<file path="config.mk">
export PLATFORM = sky130hd
export DESIGN_NAME = pic_cw_sequencer
export DESIGN_NICKNAME = d
export VERILOG_FILES = /design/src/rtl/pic_cw_pkg.sv /design/src/rtl/pic_cw_strobe.sv /design/src/rtl/pic_cw_seq.sv /design/src/rtl/pic_cw_regs.sv /design/src/rtl/pic_cw_sequencer.sv
export SDC_FILE = /design/constraint.sdc
export NUM_CORES = 1
export LEC_CHECK = 0
export BUFFER_PORTS_ARGS = -buffer_cell sky130_fd_sc_hd__clkbuf_2
export CAP_MARGIN = 20
export CORE_ASPECT_RATIO = 0.8
export CORE_MARGIN = 5
export CORE_UTILIZATION = 40
export DETAILED_ROUTE_END_ITERATION = 8
export PLACE_DENSITY = 0.59
export SETUP_SLACK_MARGIN = 0.1
export SLEW_MARGIN = 10
export SYNTH_ARGS = -nofsm -noshare
export SYNTH_HDL_FRONTEND = slang
export SYNTH_HIERARCHICAL = 1
export SYNTH_SLANG_ARGS = --single-unit
</file>
<file path="constraint.sdc">
create_clock -name clk_i -period 2.7 [get_ports clk_i]
set_clock_uncertainty 0.15 [all_clocks]
set_input_delay 0.405 -clock clk_i [delete_from_list [all_inputs] [get_ports clk_i]]
set_output_delay 0.405 -clock clk_i [all_outputs]
set_load 0.02 [all_outputs]
</file>
<file path="src/rtl/pic_cw_pkg.sv">
package pic_cw_pkg;
  // write decode bit positions (host-visible encoding)
  localparam int FIRST_MARK_BIT = 4;
  localparam int OP3_MARK_BIT   = 3;
  localparam int NEED_OPT_BIT   = 0;

  // option word fields
  localparam int CFG_W    = 5;
  localparam int CFG_SB   = 0;
  localparam int CFG_AEOI = 1;
  localparam int CFG_MS   = 2;
  localparam int CFG_BUF  = 3;
  localparam int CFG_SFN  = 4;

  localparam int NUM_OPS = 3;

  typedef enum logic [1:0] {PH_IDLE, PH_INIT, PH_OPT, PH_RUN} phase_e;
  typedef enum logic [2:0] {
    TGT_NONE, TGT_FIRST, TGT_MID, TGT_OPT, TGT_OP1, TGT_OP2, TGT_OP3
  } tgt_e;
endpackage

</file>
<file path="src/rtl/pic_cw_strobe.sv">
module pic_cw_strobe (
  input  logic clk_i,
  input  logic rst_ni,
  input  logic wr_ni,
  output logic active_o,
  output logic fall_o,
  output logic rise_o
);
  logic wr_q;

  always_ff @(posedge clk_i or negedge rst_ni) begin
    if (!rst_ni) wr_q <= 1'b1;
    else         wr_q <= wr_ni;
  end

  assign active_o = ~wr_ni;
  assign fall_o   = wr_q & ~wr_ni;
  assign rise_o   = ~wr_q & wr_ni;
endmodule

</file>
<file path="src/rtl/pic_cw_seq.sv">
module pic_cw_seq
  import pic_cw_pkg::*;
#(
  parameter int MID_WORDS = 2
) (
  input  logic clk_i,
  input  logic rst_ni,
  input  logic active_i,
  input  logic fall_i,
  input  logic rise_i,
  input  logic addr_i,
  input  logic mark_first_i,
  input  logic mark_op3_i,
  input  logic need_opt_i,
  output tgt_e tgt_o,
  output logic restart_o,
  output logic ready_o
);
  localparam int CNT_W = $clog2(MID_WORDS + 2);
  localparam logic [CNT_W-1:0] CNT_LAST = CNT_W'(MID_WORDS);

  phase_e           phase_q, phase_d;
  logic [CNT_W-1:0] cnt_q, cnt_d;
  tgt_e             tgt_q, tgt_d, op_tgt;
  logic             need_q, ready_q, restart, last_word;

  assign restart = fall_i & ~addr_i & mark_first_i;
  assign op_tgt  = addr_i ? TGT_OP1 : (mark_op3_i ? TGT_OP3 : TGT_OP2);

  always_comb begin
    phase_d = phase_q;
    cnt_d   = cnt_q;
    tgt_d   = tgt_q;
    if (restart) begin
      phase_d = PH_INIT;
      cnt_d   = '0;
      tgt_d   = TGT_FIRST;
    end else if (fall_i) begin
      unique case (phase_q)
        PH_IDLE: tgt_d = TGT_NONE;
        PH_INIT: begin
          if (cnt_q != CNT_LAST) begin
            cnt_d = cnt_q + 1'b1;
            tgt_d = TGT_MID;
          end else if (need_q) begin
            phase_d = PH_OPT;
            tgt_d   = TGT_OPT;
          end else begin
            phase_d = PH_RUN;
            tgt_d   = op_tgt;
          end
        end
        PH_OPT: begin
          phase_d = PH_RUN;
          tgt_d   = op_tgt;
        end
        default: tgt_d = op_tgt;
      endcase
    end
  end

  // last word of the chain is being closed by this strobe release
  assign last_word = (phase_q == PH_OPT) ||
                     (phase_q == PH_INIT && cnt_q == CNT_LAST && !need_q);

  always_ff @(posedge clk_i or negedge rst_ni) begin
    if (!rst_ni) begin
      phase_q <= PH_IDLE;
      cnt_q   <= '0;
      tgt_q   <= TGT_NONE;
      need_q  <= 1'b0;
      ready_q <= 1'b0;
    end else begin
      phase_q <= phase_d;
      cnt_q   <= cnt_d;
      tgt_q   <= tgt_d;
      if (active_i && tgt_d == TGT_FIRST) need_q <= need_opt_i;
      if (restart)                  ready_q <= 1'b0;
      else if (rise_i && last_word) ready_q <= 1'b1;
    end
  end

  assign tgt_o     = active_i ? tgt_d : TGT_NONE;
  assign restart_o = restart;
  assign ready_o   = ready_q;
endmodule

</file>
<file path="src/rtl/pic_cw_regs.sv">
module pic_cw_regs
  import pic_cw_pkg::*;
#(
  parameter int DATA_W = 8
) (
  input  logic              clk_i,
  input  logic              rst_ni,
  input  logic              restart_i,
  input  tgt_e              tgt_i,
  input  logic [DATA_W-1:0] din_i,
  output logic              single_byte_o,
  output logic              auto_eoi_o,
  output logic              slave_o,
  output logic              buffered_o,
  output logic              special_nested_o,
  output logic [DATA_W-1:0] mask_o,
  output logic [DATA_W-1:0] op2_o,
  output logic [DATA_W-1:0] op3_o
);
  logic [CFG_W-1:0]  cfg_q;
  logic [DATA_W-1:0] op_q [NUM_OPS];

  function automatic tgt_e op_sel(input int idx);
    case (idx)
      0:       return TGT_OP1;
      1:       return TGT_OP2;
      default: return TGT_OP3;
    endcase
  endfunction

  // bits above CFG_W are never stored
  always_ff @(posedge clk_i or negedge rst_ni) begin
    if (!rst_ni)                cfg_q <= '0;
    else if (restart_i)         cfg_q <= '0;
    else if (tgt_i == TGT_OPT)  cfg_q <= din_i[CFG_W-1:0];
  end

  for (genvar g = 0; g < NUM_OPS; g++) begin : g_op
    always_ff @(posedge clk_i or negedge rst_ni) begin
      if (!rst_ni)                 op_q[g] <= '0;
      else if (tgt_i == op_sel(g)) op_q[g] <= din_i;
    end
  end

  assign single_byte_o    = cfg_q[CFG_SB];
  assign auto_eoi_o       = cfg_q[CFG_AEOI];
  assign buffered_o       = cfg_q[CFG_BUF];
  assign special_nested_o = cfg_q[CFG_SFN];
  assign slave_o          = cfg_q[CFG_BUF] & cfg_q[CFG_MS];
  assign mask_o           = op_q[0];
  assign op2_o            = op_q[1];
  assign op3_o            = op_q[2];
endmodule

</file>
<file path="src/rtl/pic_cw_sequencer.sv">
module pic_cw_sequencer
  import pic_cw_pkg::*;
#(
  parameter int DATA_W    = 8,
  parameter int MID_WORDS = 2
) (
  input  logic              clk_i,
  input  logic              rst_ni,
  input  logic              wr_ni,
  input  logic              addr_i,
  input  logic [DATA_W-1:0] din_i,
  output logic              ready_o,
  output logic              single_byte_o,
  output logic              auto_eoi_o,
  output logic              slave_o,
  output logic              buffered_o,
  output logic              special_nested_o,
  output logic [DATA_W-1:0] mask_o,
  output logic [DATA_W-1:0] op2_o,
  output logic [DATA_W-1:0] op3_o
);
  logic active, fall, rise, restart;
  tgt_e tgt;

  pic_cw_strobe u_strobe (
    .clk_i   (clk_i),
    .rst_ni  (rst_ni),
    .wr_ni   (wr_ni),
    .active_o(active),
    .fall_o  (fall),
    .rise_o  (rise)
  );

  pic_cw_seq #(.MID_WORDS(MID_WORDS)) u_seq (
    .clk_i       (clk_i),
    .rst_ni      (rst_ni),
    .active_i    (active),
    .fall_i      (fall),
    .rise_i      (rise),
    .addr_i      (addr_i),
    .mark_first_i(din_i[FIRST_MARK_BIT]),
    .mark_op3_i  (din_i[OP3_MARK_BIT]),
    .need_opt_i  (din_i[NEED_OPT_BIT]),
    .tgt_o       (tgt),
    .restart_o   (restart),
    .ready_o     (ready_o)
  );

  pic_cw_regs #(.DATA_W(DATA_W)) u_regs (
    .clk_i           (clk_i),
    .rst_ni          (rst_ni),
    .restart_i       (restart),
    .tgt_i           (tgt),
    .din_i           (din_i),
    .single_byte_o   (single_byte_o),
    .auto_eoi_o      (auto_eoi_o),
    .slave_o         (slave_o),
    .buffered_o      (buffered_o),
    .special_nested_o(special_nested_o),
    .mask_o          (mask_o),
    .op2_o           (op2_o),
    .op3_o           (op3_o)
  );
endmodule

</file>
==> reports/metrics.cfg <==
[critical_path]
arrival_ns=2.48
cp.required_ns=2.72
slowest_stage=dfrtp_1
crit_start=u_seq/cnt_q[0]
setup.worst_path.end_class=flop
cp-start-kind=flop
crit_fanout=5
path_cells=inv_1, ha_1, and2_2, nand2b_2, a311oi_4, and2_4, nor3b_4, buf_6, mux2_2
reg2reg_from=u_seq/cnt_q[0]
slowest_delay_ns=0.39
crit_family=simple AND/OR/NAND/NOR gates
critPathBufInv=2
critPathKind=reg -> reg

[logic_synthesis]
syn_avg_cell_area_um2=13.7
ys_seq_area_share_pct=56.1
ys_warn_count=6
synthArstFlopShare_pct=100
syn_nets=140
synth_edf_count=0
synth_top_area_share_pct=54.6
syn_area_um2=1740
ys.flop_type=dfrtp_1
ys_ff_latch=39
synth_area_leaders=dfrtp_1 55%, mux2_2 16%, nand2b_1 4.3%
synth_cells=127
yosys.area.top_type=dfrtp_1
yosysUniqueCellTypes=35

[route]
drc=0
dr_total_vias=1153
drt-initial-drc-count=29
ant_nets=0
vias_per_cell=4.74
routed_wl_um=3590
post_drt_wl_per_cell_um=14.8
firstDrtPassIters=4

[final_layout]
fin_cells=243
layout-drive-gt1-share_pct=55.9
nNetsFinal=198
fin_area_um2=2250
fillers=397
diodes=0
area_delta_synth_final_pct=29.0
fin_util_pct=53.4

[timing]
clock.fmax_ghz=0.407
timing.final.crit_period_ns=2.46
maxSlewViolCount=0
fin_crit_sh_pct=90.9
rsz0062_at_grt=no
finalHoldViolCount=0
tightest_slew_ns=0.415
setup_viol=0
holdWs_ns=0.0848
max-slew-margin-rel_pct=72.2
tns_ns=0

[power_and_ir_drop]
powerDensity_nw_per_um2=1120
irDropWorstVdd_mv=0.538
leakage_nw=1.07

[global_routing]
grt_pass1_wl_um=6160
grt_max_degree=40
antenna_found_initial=0
grt_overflow=0
grtUsageTotal_pct=13.3
grt_pass1_vias=1248

[cts]
cts_max_level=2
cts_tree=built
clkLatencyLatePin_ns=0.28
clkTransAtPathRegs_ns=0.08
numClockSinks=39
cts_root_buf=clkbuf_8
cts_made_buffers=5
cts_max_path_buffers=2

[place]
dpl.cell_count=232
hpwl_um=2680
dpl_cell_area_um2=2060
io_buffers=41
routabilityCongestion=0.795

[floorplanning]
die_area_um2=5780
ios=42
rows=21
coreArea_um2=4200
die-height_um=69
initial_core_util_pct=41.4
die_w_um=83.8

[min_path]
hp-class=in -> reg
hold_start=wr_ni

[run_status]
status=finished, final reports clean

[flow_run]
drv_cap=0

cells in the final DEF, fill, tap and decap left out, types with 5 or more instances in the layout:
master,n
clkbuf_8,5
mux2_2,24
buf_4,10
inv_1,6
mux2i_1,7
clkbuf_2,41
nor2_1,5
nand2b_1,12
dfrtp_1,38
what timing repair did:
action,CTS,global route
setup endpoints to repair,0,24
resized for setup,0,7
hold buffers,0,1
setup buffers,0,1
hold endpoints to repair,0,4
cell usage after synthesis, types with 2 or more instances:
master,n
nor2_1,5
inv_1,6
and2_1,3
a21oi_1,2
buf_6,2
mux2_2,24
mux2i_1,7
dfrtp_1,38
nand2b_1,12
nand2_1,2
nand3b_2,2
final cells by class:
class	instances	area (um^2)	area share (%)
flip-flops and latches	39	977	43.5
multi-input cells	79	741	33.0
repair buffers	54	322	14.3
well taps	57	71.3	3.18
clock buffers	5	68.8	3.06
clock inverters	3	43.8	1.95
inverters	6	22.5	1.00
cell families after synthesis:
| family | count (synthesis) | synth area share [%] |
|---|---|---|
| xor gates and xnor gates | 1 | 0.503 |
| adders and majority gates | 1 | 0.719 |
| DFF | 39 | 56.1 |
| AOI/OAI and AO/OA | 9 | 4.60 |
| buffers and inverters | 9 | 2.88 |
| and+or+nand+nor | 36 | 14.7 |
| muxes | 32 | 20.4 |
metrics by stage:
step,setup slack (ns),total power [mW]
2_1_floorplan,0.290,1.65
4_1_cts,0.112,2.51
5_1_grt,0.0922,2.66
3_3_place_gp,0.203,1.99
6_report,0.244,2.51
3_5_place_dp,0.128,2.03
state kept, by name, indices dropped and copies added (netlist names):
signal and flops:
u_regs/op2_o 8, u_regs/cfg_q 5, u_seq/tgt_q 3, u_seq/cnt_q 2, u_seq/phase_q 2, u_strobe/wr_q 1
u_regs/op3_o 8, u_seq/ready_o 1, u_seq/need_q 1, u_regs/mask_o 8
worst paths after layout:
path	to	slack [ns]	depth (start not counted)
max	u_regs/mask_o[2]	0.24	9
min	u_strobe/wr_q	0.08	1
max reg2reg	u_regs/mask_o[2]	0.24	9
min reg2reg	u_seq/ready_o	0.36	2
max in group asynchronous	u_regs/cfg_q[1]	1.64	3
min in group asynchronous	u_seq/ready_o	0.33	2
report_power, final:
part / switching [mW] / total (mW) / internal [mW]
sequential: 0.154 / 1.00 / 0.850
combinational: 0.578 / 1.03 / 0.452
clock: 0.201 / 0.476 / 0.275
layer usage:
layer  wire, um  part of all wire (%)  GRT usage, %
met5          0                     0             0
met4         39                   1.1          4.82
met3        180                   5.0          4.52
met2       1750                    49          20.9
met1       1610                    45          17.2
No activity file was read; power rests on OpenSTA's default activity.
